===== src/rtl/loop_requeue_pkg.sv =====
package loop_requeue_pkg;

    localparam int KIND_W = 2;

    typedef enum logic [KIND_W-1:0] {
        KIND_PLAIN  = 2'd0,
        KIND_OPENER = 2'd1,
        KIND_CLOSER = 2'd2,
        KIND_SPARE  = 2'd3
    } kind_e;

    typedef enum logic {
        MODE_LOAD   = 1'b0,
        MODE_REPLAY = 1'b1
    } mode_e;

    function automatic logic is_opener(input logic [KIND_W-1:0] k);
        return k == KIND_OPENER;
    endfunction

    function automatic logic is_closer(input logic [KIND_W-1:0] k);
        return k == KIND_CLOSER;
    endfunction

endpackage


===== src/rtl/loop_requeue_mode.sv =====
module loop_requeue_mode
    import loop_requeue_pkg::*;
(
    input  logic  clk,
    input  logic  rst,
    input  logic  join_fire,
    input  logic  loop_abort,
    output mode_e mode
);

    mode_e mode_q;
    mode_e mode_d;

    always_comb begin
        mode_d = mode_q;
        unique case (mode_q)
            MODE_LOAD:   if (join_fire)  mode_d = MODE_REPLAY;
            MODE_REPLAY: if (loop_abort) mode_d = MODE_LOAD;
            default:     mode_d = MODE_LOAD;
        endcase
    end

    always_ff @(posedge clk) begin
        if (rst) mode_q <= MODE_LOAD;
        else     mode_q <= mode_d;
    end

    assign mode = mode_q;

    // reset always lands in the loading mode
    p_reset_load_r1: assert property (@(posedge clk)
        rst |=> mode == MODE_LOAD);

    // an abort in replay ends the loop
    p_abort_exit_r9: assert property (@(posedge clk) disable iff (rst)
        (mode == MODE_REPLAY && loop_abort) |=> mode == MODE_LOAD);

    // an abort while loading changes nothing unless a rendezvous fires
    p_abort_ignored_r10: assert property (@(posedge clk) disable iff (rst)
        (mode == MODE_LOAD && loop_abort && !join_fire) |=> mode == MODE_LOAD);

endmodule


===== src/rtl/loop_requeue_steer.sv =====
module loop_requeue_steer
    import loop_requeue_pkg::*;
#(
    parameter int DATA_W = 25
) (
    input  logic              clk,
    input  logic              rst,
    input  mode_e             mode,
    input  logic              ld_valid,
    input  logic [KIND_W-1:0] ld_kind,
    input  logic [DATA_W-1:0] ld_data,
    output logic              ld_ready,
    input  logic              rc_valid,
    input  logic [KIND_W-1:0] rc_kind,
    input  logic [DATA_W-1:0] rc_data,
    output logic              rc_ready,
    output logic              dst_valid,
    output logic [KIND_W-1:0] dst_kind,
    output logic [DATA_W-1:0] dst_data,
    input  logic              dst_ready,
    output logic              join_fire
);

    logic ld_closer_wait;
    logic rc_opener_wait;

    assign ld_closer_wait = ld_valid && is_closer(ld_kind);
    assign rc_opener_wait = rc_valid && is_opener(rc_kind);

    always_comb begin
        ld_ready  = 1'b0;
        rc_ready  = 1'b0;
        dst_valid = 1'b0;
        dst_kind  = ld_kind;
        dst_data  = ld_data;
        join_fire = 1'b0;
        if (mode == MODE_REPLAY) begin
            dst_valid = rc_valid;
            dst_kind  = rc_kind;
            dst_data  = rc_data;
            rc_ready  = dst_ready;
        end else if (ld_closer_wait && rc_opener_wait) begin
            join_fire = 1'b1;
            ld_ready  = 1'b1;
            rc_ready  = 1'b1;
        end else begin
            if (ld_valid && !is_closer(ld_kind)) begin
                dst_valid = 1'b1;
                ld_ready  = dst_ready;
            end
            if (rc_valid && !is_opener(rc_kind)) begin
                rc_ready = 1'b1;
            end
        end
    end

    // loading port shut during replay
    p_ld_shut_r7: assert property (@(posedge clk) disable iff (rst)
        mode == MODE_REPLAY |-> !ld_ready);

    // a closer is never offered to the queue while loading
    p_no_closer_out_r4: assert property (@(posedge clk) disable iff (rst)
        (mode == MODE_LOAD && dst_valid) |-> dst_kind != KIND_CLOSER);

    // recycled item back-pressured by the queue in replay
    p_rc_backpress_r8: assert property (@(posedge clk) disable iff (rst)
        (mode == MODE_REPLAY && rc_valid && !dst_ready) |-> !rc_ready);

    // a rendezvous consumes both ports and offers nothing
    p_join_both_r6: assert property (@(posedge clk) disable iff (rst)
        join_fire |-> (ld_ready && rc_ready && !dst_valid));

endmodule


===== src/rtl/loop_requeue.sv =====
module loop_requeue
    import loop_requeue_pkg::*;
#(
    parameter int DATA_W = 25
) (
    input  logic              clk,
    input  logic              rst,
    input  logic              ld_valid,
    input  logic [1:0]        ld_kind,
    input  logic [DATA_W-1:0] ld_data,
    output logic              ld_ready,
    input  logic              rc_valid,
    input  logic [1:0]        rc_kind,
    input  logic [DATA_W-1:0] rc_data,
    output logic              rc_ready,
    output logic              dst_valid,
    output logic [1:0]        dst_kind,
    output logic [DATA_W-1:0] dst_data,
    input  logic              dst_ready,
    input  logic              loop_abort,
    output logic              replay_mode
);

    mode_e mode;
    logic  join_fire;

    loop_requeue_mode u_mode (
        .clk        (clk),
        .rst        (rst),
        .join_fire  (join_fire),
        .loop_abort (loop_abort),
        .mode       (mode)
    );

    loop_requeue_steer #(.DATA_W(DATA_W)) u_steer (
        .clk       (clk),
        .rst       (rst),
        .mode      (mode),
        .ld_valid  (ld_valid),
        .ld_kind   (ld_kind),
        .ld_data   (ld_data),
        .ld_ready  (ld_ready),
        .rc_valid  (rc_valid),
        .rc_kind   (rc_kind),
        .rc_data   (rc_data),
        .rc_ready  (rc_ready),
        .dst_valid (dst_valid),
        .dst_kind  (dst_kind),
        .dst_data  (dst_data),
        .dst_ready (dst_ready),
        .join_fire (join_fire)
    );

    assign replay_mode = (mode == MODE_REPLAY);

    // closer and opener meeting while loading starts replay
    p_enter_replay_r6: assert property (@(posedge clk) disable iff (rst)
        (!replay_mode && ld_valid && ld_kind == 2'd2 && rc_valid && rc_kind == 2'd1)
        |=> replay_mode);

    // a non-opener recycled item is dropped while loading
    p_rc_drop_r3: assert property (@(posedge clk) disable iff (rst)
        (!replay_mode && rc_valid && rc_kind != 2'd1) |-> rc_ready);

endmodule


===== config.mk =====
export PLATFORM = sky130hd
export DESIGN_NAME = loop_requeue
export DESIGN_NICKNAME = d
export VERILOG_FILES = /design/src/rtl/loop_requeue_pkg.sv /design/src/rtl/loop_requeue_mode.sv /design/src/rtl/loop_requeue_steer.sv /design/src/rtl/loop_requeue.sv
export SDC_FILE = /design/constraint.sdc
export NUM_CORES = 1
export LEC_CHECK = 0
export BUFFER_PORTS_ARGS = -buffer_cell sky130_fd_sc_hd__buf_2
export CORE_MARGIN = 2
export CORE_UTILIZATION = 25
export DETAILED_ROUTE_END_ITERATION = 10
export PLACE_DENSITY_LB_ADDON = 0.12
export RECOVER_POWER = 50
export SYNTH_ARGS = -nofsm -noshare
export SYNTH_HDL_FRONTEND = slang
export SYNTH_HIERARCHICAL = 1
export SYNTH_SLANG_ARGS = --single-unit

===== constraint.sdc =====
create_clock -name clk -period 1.6 [get_ports clk]
set_input_delay 0.4 -clock clk [delete_from_list [all_inputs] [get_ports clk]]
set_output_delay 0.4 -clock clk [all_outputs]
set_load 0.01 [all_outputs]

==> Yosys cells after proc, flatten, opt, wreduce, memory -nomap -nowiden <==
Index checks and enable logic that the tools add are counted.
{ "word_totals": {"input_bits": 60, "reg_bits": 1, "out_inout_bits": 31} }
{ "op_classes": {"n_bitwise": 1, "n_reduce_logical": 7, "eq_ne": 2, "n_mux": 16} }
{ "ops": {"columns": ["operator", "n"], "rows": [
  ["$mux 25", 1],
  ["$mux 1", 13],
  ["$logic_and 1x1->1", 5],
  ["$eq 2x1->1 const B", 1],
  ["$eq 2x2->1 const B", 1],
  ["$logic_not 1->1", 2],
  ["$mux 2", 1],
  ["$pmux 1 s2", 1],
  ["$not 1->1", 1]
]} }

==> Longest topological paths before layout <==
Gate-level depths: netlist of run 1.
{ "logic_depth": {"ltp_word": 7, "depth_mapped": 4, "ltp_nobuf": 4} }

==> Modules after synthesis <==
Netlist of run 1, hierarchy kept.
{ "by_module_without_submodules": {"columns": ["mod", "cells_per_inst", "n_inst", "area_per_inst_um2"], "rows": [
  ["loop_requeue_steer", 42, 1, 430.4],
  ["loop_requeue_mode", 4, 1, 48.8]
]} }

==> Worst setup path after synthesis of run 1 <==
Ideal clock, no wire load.
{ "synth_path": {"kind": "reg-to-output", "start": "register u_mode.mode_q (netlist: u_mode/mode)", "end": "output dst_data[0]", "setup_slack_ns": 0.187, "path_buffers": 1, "path_stages_with_launch": 3, "t_required_ns": 1.200, "arrival_ns": 1.013, "cell_sequence": "dfxtp_1 buf_4 mux2_2"} }
{ "synth_via": {"elab_chain_len": 1} }
{ "synth_rtl": {"columns": ["element", "line_no", "text"], "rows": [
  ["from (decl)", "loop_requeue_mode.sv:11", "mode_e mode_q;"],
  ["from (signal assigned)", "loop_requeue_mode.sv:25", "else mode_q <= mode_d;"],
  ["$mux 25", "loop_requeue_steer.sv:37", "if (mode == MODE_REPLAY) begin"],
  ["to (decl)", "loop_requeue.sv:18", "output logic [DATA_W-1:0] dst_data,"]
]} }
Every way passes these cells.

==> Worst setup path after layout of run 1 <==
{ "layout_path": {"start": "input rc_kind[1]", "end": "output ld_ready"} }
{ "layout_via": {"elab_chain_len": 5} }
{ "layout_rtl": {"columns": ["element", "line_no", "text"], "rows": [
  ["from (decl)", "loop_requeue.sv:13", "input logic [1:0] rc_kind,"],
  ["$eq 2x1->1", "loop_requeue_pkg.sv:18", "return k == KIND_OPENER;"],
  ["$logic_and 1x1->1", "loop_requeue_steer.sv:28", "assign rc_opener_wait = rc_valid && is_opener(rc_kind);"],
  ["$logic_and 1x1->1", "loop_requeue_steer.sv:42", "end else if (ld_closer_wait && rc_opener_wait) begin"],
  ["$mux 1", "loop_requeue_steer.sv:42", null],
  ["$mux 1", "loop_requeue_steer.sv:37", null],
  ["to (decl)", "loop_requeue.sv:11", "output logic ld_ready,"]
]} }
Every way passes these cells.

==> metrics.md, run 1 <==
| Metric | Value |
|---|---|
| Post-synthesis compound-gate area fraction | `7.05%` |
| Drt total wl | `1.73 mm` |
| Final min period | `1.53 ns` |
| Most numerous cell in the Yosys netlist | `mux2_2` |
| Adder-cell area share of the yosys netlist | `0%` |
| Hold Vio Cnt, Final | `0` |
| Flop2flop setup slack | `0.34 ns` |
| Final Cycle Share | `95.7%` |
| # DRC | `0` |
| Hold Path Stages | `2` |
| Post-synthesis cell count | `46` |
| FF-to-FF path depth | `6` |
| Dpl ws | `0.0533 ns` |
| Core area | `1760 um2` |
| Vias in the first global route | `538` |
| Tot Pwr | `215 uW` |
| Mux contribution to synthesized area | `63.4%` |
| Clock skew | `0 ns` |
| GPL Wtd Cong | `0.752` |
| Antenna Cells | `0` |
| Min-delay src | `rst` |
| Slew Limit Fails | `0` |
| Cell Rows | `15` |
| First-pass GRT wire length | `2.18 mm` |
| FMAX | `0.653 GHz` |
| Cell taking the most area after synthesis | `mux2_2` |
| I/O Buffers | `90` |
| TritonRoute pass-1 iters | `1` |
| Die Width | `47.8 um` |
| CP startpoint kind | `input pin` |
| Hold slack | `0.565 ns` |
| Synthesized Nets | `106` |
| Max_cap viols | `0` |
| Post-CTS setup buffer count | `0` |
| Post-synthesis xor/xnor area fraction | `0%` |
| Die footprint | `2280 um2` |
| #FFs+latches synth | `1` |
| Synth warn | `6` |
| Mapped Avg Cell Area | `10.4 um2` |
| Iter 0 DRT Violations | `0` |
| Number of flip-flops in the largest register | `1` |
| RSZ-0062 raised after global routing | `false` |
| Final ANT Viol Nets | `0` |
| Final setup viols | `0` |
| Worst vdd ir | `0.116 mV` |
| Top cells by count, synth | `mux2_2, mux2_1, buf_4, nand2b_4` |
| Flip-flop and latch area | `20.0 um2` |
| CP Class | `in2out` |
| Grt total ovfl | `0` |
| Final net count | `199` |
| CP Capture Type | `output port` |
| Final core occ | `53.8%` |
| Top post-synthesis cells by area | `mux2_2, mux2_1, nand2b_4` |
| Async SR Flop Fraction | `0%` |
| FILL cells | `194` |
| CP Max Fanout | `2` |
| Simple-gate area share of the yosys netlist | `19.8%` |
| Crit path DAT | `1.13 ns` |
| Reg2Reg Capture Point | `u_mode/mode` |
| Main synth FF type | `dfxtp_1` |
| Dpl hpwl | `1.63 mm` |
| Tot GR Track Use | `12.9%` |
| Largest net degree at the start of global routing | `13` |
| Sequential-to-total area share from yosys stat | `4.18%` |
| Share of layout cells above drive strength 1 | `81.0%` |
| Worst-skew pair later-pin latency | `0 ns` |
| Top-area cell type share of the netlist area | `54.0%` |
| Synth cell types | `15` |
| Die height | `47.8 um` |
| Status | `completed` |
| Main combinational cell family by area after synthesis | `multiplexers` |
| CTS clk-pin slew, worst paths | `0 ns` |
| Reg2reg start | `u_mode/mode` |
| Number of flops mapped to enable cells by yosys | `0` |
| Vias/cell | `4.28` |
| Hold Path End | `u_mode/mode` |
| Setup TNS | `0 ns` |
| Antenna violations before repair | `0` |
| Multi-input logic area | `433 um2` |
| P per Cell Area | `226 nW/um2` |
| Hold WC Path Type | `in2reg` |
| Starting Density | `27.2%` |
| Worst-margin pin slew | `0.266 ns` |
| Layout area overhead | `98.2%` |
| Avg WL per Cell | `10.7 um` |
| PnR worst setup slack | `0.0683 ns` |
| CP Data Required Time | `1.20 ns` |
| LEAKAGE | `0.511 nW` |
| Cell Area, Synth | `479 um2` |
| Ports | `91` |
| Vias after detailed routing | `693` |
| Worst slew margin | `82.3%` |
-- through the flow --
| stage | std cells | cell area [um2] |
|---|---|---|
| after floorplan | 46 | 479 |
| after global placement | 162 | 968 |
| after detailed placement | 162 | 968 |
| after CTS | 162 | 968 |
| after global routing | 162 | 950 |
| final | 162 | 950 |
-- how the worst max path moves through the flow --
stage / from / endpoint / slack (ns) / cells after the start
global placement: rc_kind[1] / ld_ready / 0.07 / 5
global route: rc_kind[1] / ld_ready / 0.01 / 5
detailed placement: ld_kind[0] / ld_ready / 0.05 / 5
finish: rc_kind[1] / ld_ready / 0.07 / 5
CTS: ld_kind[0] / ld_ready / 0.05 / 5
floorplan: u_mode/mode / dst_data[0] / 0.19 / 2
-- area by class of cell --
class	count	area share, %
flip-flops and latches	1	2.11
inverters	1	0.395
well taps	25	3.29
multi-input cells	41	45.6
repair buffers	94	48.6
-- power by group --
| part | internal [mW] | switching, mW | leakage, nW |
|---|---|---|---|
| Combinational | 0.112 | 0.0769 | 0.503 |
| Clock | 0 | 0 | 0 |
| Sequential | 0.0257 | 0.000149 | 0.00806 |
| Total | 0.138 | 0.0771 | 0.511 |
-- critical path, stage by stage --
cell    delay, ns
buf_2        0.10
or2b_1       0.26
nor4_4       0.15
a21o_1       0.10
buf_2        0.12
-- cells in the final DEF, fill, tap and decap left out, types with 2 or more instances in the layout --
cell type,n
buf_2,79
clkbuf_1,11
clkbuf_2,2
buf_4,2
nand2b_4,3
mux2_2,23
a21o_1,2
mux2_1,4
-- cell families after synthesis --
| family | Yosys count |
|---|---|
| multiplexers | 27 |
| buffers and inverters | 4 |
| flip-flops | 1 |
| AO/OA/AOI/OAI | 5 |
| AND/OR/NAND/NOR | 9 |
-- metal layers --
layer / vias up / wire length [um] / GRT usage, %
li1: 352 / - / -
met1: 293 / 639 / 16.5
met2: 48 / 893 / 24.3
met3: 0 / 200 / 0.755
met4: 0 / 0 / 1.08
met5: - / 0 / 0
-- what timing repair did --
action	4_1_cts	5_1_grt
resized for setup	0	1
hold buffers	0	0
setup endpoints to repair	0	1
Note: power is estimated with default switching activity, not from simulation.
==> run 2: changes to the inputs <==
CORE_ASPECT_RATIO = 1.2   (was unset)
==> run 2 against run 1 <==
Compared with the run above:
- first-iteration DRC count up 1
- global-route usage up 0.87 points
- total power is 0.19% lower
- largest power group unchanged
- cell count shrank 3.7%
- largest cell class unchanged
- critical path depth unchanged
- highest routed layer is now met4
- fmax is 1.7% lower
- critical endpoint is now rc_ready
- clock skew unchanged
- design area shrank 0.92%
- worst setup slack worse by 0.026 ns
- sequential power hardly changed
==> metrics.md, run 2 (synthesis gave the netlist of run 1 again) <==
| Metric | Value |
|---|---|
| FMAX | `0.642 GHz` |
| LEAKAGE | `0.511 nW` |
| Tot GR Track Use | `13.7%` |
| P per Cell Area | `228 nW/um2` |
| Drt total wl | `1.77 mm` |
| CP Data Required Time | `1.20 ns` |
| CP Capture Type | `output port` |
| CP Class | `in2out` |
| Worst slew margin | `84.7%` |
| Cell Rows | `17` |
| Vias after detailed routing | `690` |
| Vias in the first global route | `613` |
| Antenna Cells | `0` |
| Placed inst area | `961 um2` |
| Hold WC Path Type | `in2reg` |
| Cells along the critical path | `buf_2 -> or2b_1 -> o21ai_0 -> o21ai_0 -> buf_2` |
| Final min period | `1.56 ns` |
| RSZ-0062 raised after global routing | `false` |
| Max_cap viols | `0` |
| Slowest cell on crit path | `or2b_1` |
| Slew Limit Fails | `0` |
| Die height | `52.0 um` |
| I/O Buffers | `90` |
| Cts hold-fix bufs | `0` |
| Commonest non-fill, non-tap cell in the layout | `buf_2` |
| CP Max Fanout | `2` |
| Share of layout cells above drive strength 1 | `81.8%` |
| Die footprint | `2280 um2` |
| Die Width | `44.0 um` |
| Final instance area | `941 um2` |
| Flop2flop setup slack | `0.46 ns` |
| Dpl hpwl | `1.65 mm` |
| CP startpoint kind | `input pin` |
| Worst-skew pair later-pin latency | `0 ns` |
| Setup TNS | `0 ns` |
| Largest net degree at the start of global routing | `14` |
| TritonRoute pass-1 iters | `2` |
| Status | `completed` |
| Layout area overhead | `96.3%` |
| Final Cycle Share | `97.4%` |
| Crit path DAT | `1.16 ns` |
| Most frequent cells in the layout | `buf_2, mux2_2, clkbuf_1` |
| Post-CTS setup buffer count | `0` |
| Hold Vio Cnt, Final | `0` |
| Number of flip-flops in the largest register | `1` |
| Final ANT Viol Nets | `0` |
| Core area | `1830 um2` |
| Worst-margin pin slew | `0.230 ns` |
| Final net count | `199` |
| GPL Wtd Cong | `0.722` |
| Final setup viols | `0` |
| Ports | `91` |
| Worst vdd ir | `0.113 mV` |
| Antenna violations before repair | `0` |
| CTS clk-pin slew, worst paths | `0 ns` |
| Avg WL per Cell | `11.4 um` |
| Iter 0 DRT Violations | `1` |
| Vias/cell | `4.42` |
| First-pass GRT wire length | `2.49 mm` |
| Starting Density | `26.2%` |
| # DRC | `0` |
| FILL cells | `183` |
| Worst path max stage delay | `0.25 ns` |
| Clock skew | `0 ns` |
| CTS resizes | `0` |
| Grt total ovfl | `0` |
run 2: where the power goes:
part / internal, mW / switching (mW)
Sequential: 0.0257 / 0.000369
Combinational: 0.112 / 0.0765
Clock: 0 / 0
Total: 0.138 / 0.0769
run 2: layout make-up:
class / instances / area (um2) / area share (%)
Sequential cell: 1 / 21.3 / 2.26
Tap cell: 19 / 23.8 / 2.53
Multi-Input combinational cell: 41 / 433 / 46.0
Inverter: 1 / 3.75 / 0.399
Timing Repair Buffer: 94 / 459 / 48.8
run 2: final timing paths:
| kind | depth (start not counted) | to | from |
|---|---|---|---|
| worst max register to register | 5 | u_mode/mode | u_mode/mode |
| worst max-delay path | 5 | rc_ready | rc_kind[1] |
| worst min-delay path | 2 | u_mode/mode | rst |
| worst min register to register | 3 | u_mode/mode | u_mode/mode |
run 2: worst max-delay path: cells and delay by family:
| family | cells | cell delay, ns |
|---|---|---|
| AOI/OAI and AO/OA | 2 | 0.27 |
| buffers and inverters | 2 | 0.24 |
| and+or+nand+nor | 1 | 0.25 |
run 2: layer usage:
layer / routed length [um] / GRT usage [%]
met2: 924 / 27.5
met5: 0 / 0
met1: 617 / 14.3
met4: 19 / 1.52
met3: 212 / 3.47
run 2: stage by stage:
stage | hold slack, ns | utilization (%) | setup WS [ns] | cells | power [mW]
floorplan | 0.462 | - | 0.187 | 46 | 0.107
global placement | 0.572 | 52.5 | 0.0588 | 156 | 0.219
detailed placement | 0.569 | 52.5 | 0.0406 | 156 | 0.221
CTS | 0.569 | 52.5 | 0.0365 | 156 | 0.222
global route | 0.566 | 51.4 | 0.00439 | 156 | 0.232
finish | 0.561 | 51.4 | 0.0418 | 156 | 0.214
==> run 3: changes to the inputs <==
GPL_TIMING_DRIVEN = 0   (was unset)
==> run 3 against run 2 <==
Compared with the run above:
- highest routed layer is now met3
- critical path depth did not move
- worst setup slack improved by 0.014 ns
- flip-flop and latch count did not move
- critical path type unchanged
- design area rose by 1.3%
- combinational power barely moved
- die area did not move
- sequential power barely moved
==> metrics.md, run 3 (synthesis gave the netlist of run 1 again) <==
| Metric | Value |
|---|---|
| Status | `completed` |
| Number of flip-flops in the largest register | `1` |
| Die footprint | `2280 um2` |
| Final ANT Viol Nets | `0` |
| Worst-margin pin slew | `0.223 ns` |
| CP startpoint kind | `input pin` |
| Worst slew margin | `85.1%` |
| Final setup viols | `0` |
| Vias after detailed routing | `682` |
| Vias/cell | `4.37` |
| Crit path DAT | `1.14 ns` |
| Final net count | `199` |
| Commonest non-fill, non-tap cell in the layout | `buf_2` |
| Grt total ovfl | `0` |
| CP Data Required Time | `1.20 ns` |
| FMAX | `0.648 GHz` |
| Most frequent cells in the layout | `buf_2, mux2_2, clkbuf_1` |
| CP Capture Type | `output port` |
| Worst-skew pair later-pin latency | `0 ns` |
| Cell Rows | `17` |
| Final min period | `1.54 ns` |
| Max_cap viols | `0` |
| Flop2flop setup slack | `0.43 ns` |
| Avg WL per Cell | `11.2 um` |
| Worst vdd ir | `0.120 mV` |
| Hold WC Path Type | `reg2reg` |
| Dpl hpwl | `1.60 mm` |
| Tot Pwr | `217 uW` |
| FILL cells | `195` |
| Antenna violations before repair | `0` |
| Core area | `1830 um2` |
| Largest net degree at the start of global routing | `11` |
| Drt total wl | `1.75 mm` |
| Antenna Cells | `0` |
| Die height | `52.0 um` |
| Ports | `91` |
| Final Cycle Share | `96.5%` |
| Die Width | `44.0 um` |
| Iter 0 DRT Violations | `2` |
| Starting Density | `26.2%` |
| P per Cell Area | `228 nW/um2` |
| TritonRoute pass-1 iters | `4` |
| CTS clk-pin slew, worst paths | `0 ns` |
| Vias in the first global route | `627` |
| Layout area overhead | `99.0%` |
| Slew Limit Fails | `0` |
| I/O Buffers | `90` |
| RSZ-0062 raised after global routing | `false` |
| Final core occ | `52.1%` |
| Setup TNS | `0 ns` |
| Cts hold-fix bufs | `0` |
| Tot GR Track Use | `13.5%` |
| GPL Wtd Cong | `0.718` |
| CP Max Fanout | `3` |
| Clock skew | `0 ns` |
| LEAKAGE | `0.520 nW` |
| Hold Vio Cnt, Final | `0` |
| CP Class | `in2out` |
| # DRC | `0` |
| Share of layout cells above drive strength 1 | `82.5%` |
| First-pass GRT wire length | `2.45 mm` |
-- run 3: cell types whose count changed in the layout (fill, tap and decap cells not counted), sizes merged --
cell,delta
clkbuf,-1
buf,+1
-- run 3: layer usage --
metal / GRT usage, % / share of wire (%)
met5: 0 / 0
met4: 0 / 0
met3: 4.17 / 14
met2: 28.7 / 53
met1: 12.8 / 33
-- run 3: worst paths after layout --
path | start | end | depth (start not counted)
worst max register to register | u_mode/mode | u_mode/mode | 5
worst min-delay path | u_mode/mode | u_mode/mode | 2
worst min register to register | u_mode/mode | u_mode/mode | 2
worst max-delay path | ld_kind[0] | ld_ready | 5
-- run 3: metrics by stage --
step / instance area [um2] / cells / setup slack [ns] / hold WS [ns]
final: 953 / 156 / 0.0562 / 0.547
after global routing: 953 / 156 / 0.00551 / 0.568
after CTS: 967 / 156 / -0.00511 / 0.559
after detailed placement: 953 / 155 / -0.0163 / 0.555
after global placement: 953 / 155 / -0.0230 / 0.563
after floorplan: 479 / 46 / 0.187 / 0.462
-- run 3: repair_timing --
item / CTS / global route
buffers inserted: 1 / 0
endpoints found under the hold margin: 0 / 0
pin swaps: 1 / 1
endpoints found under the setup margin: 1 / 1
cloned: 0 / 0
gates resized for setup: 1 / 0
-- run 3: power breakdown --
group | total [mW] | internal, mW | switching (mW)
Sequential | 0.0260 | 0.0257 | 0.000344
Clock | 0 | 0 | 0
Combinational | 0.191 | 0.114 | 0.0771
Total | 0.217 | 0.140 | 0.0774
-- run 3: cell type report --
type / instances / area [um2] / area share (%)
Sequential cell: 1 / 20.0 / 2.10
Inverter: 1 / 3.75 / 0.394
Timing Repair Buffer: 91 / 450 / 47.2
Buffer: 3 / 22.5 / 2.36
Multi-Input combinational cell: 41 / 433 / 45.4
Tap cell: 19 / 23.8 / 2.49
-- run 3: worst max-delay path, cell delays in order --
cell      delay, ns
buf_2          0.11
nand2b_4       0.14
nor4_4         0.27
a21o_1         0.11
buf_2          0.12
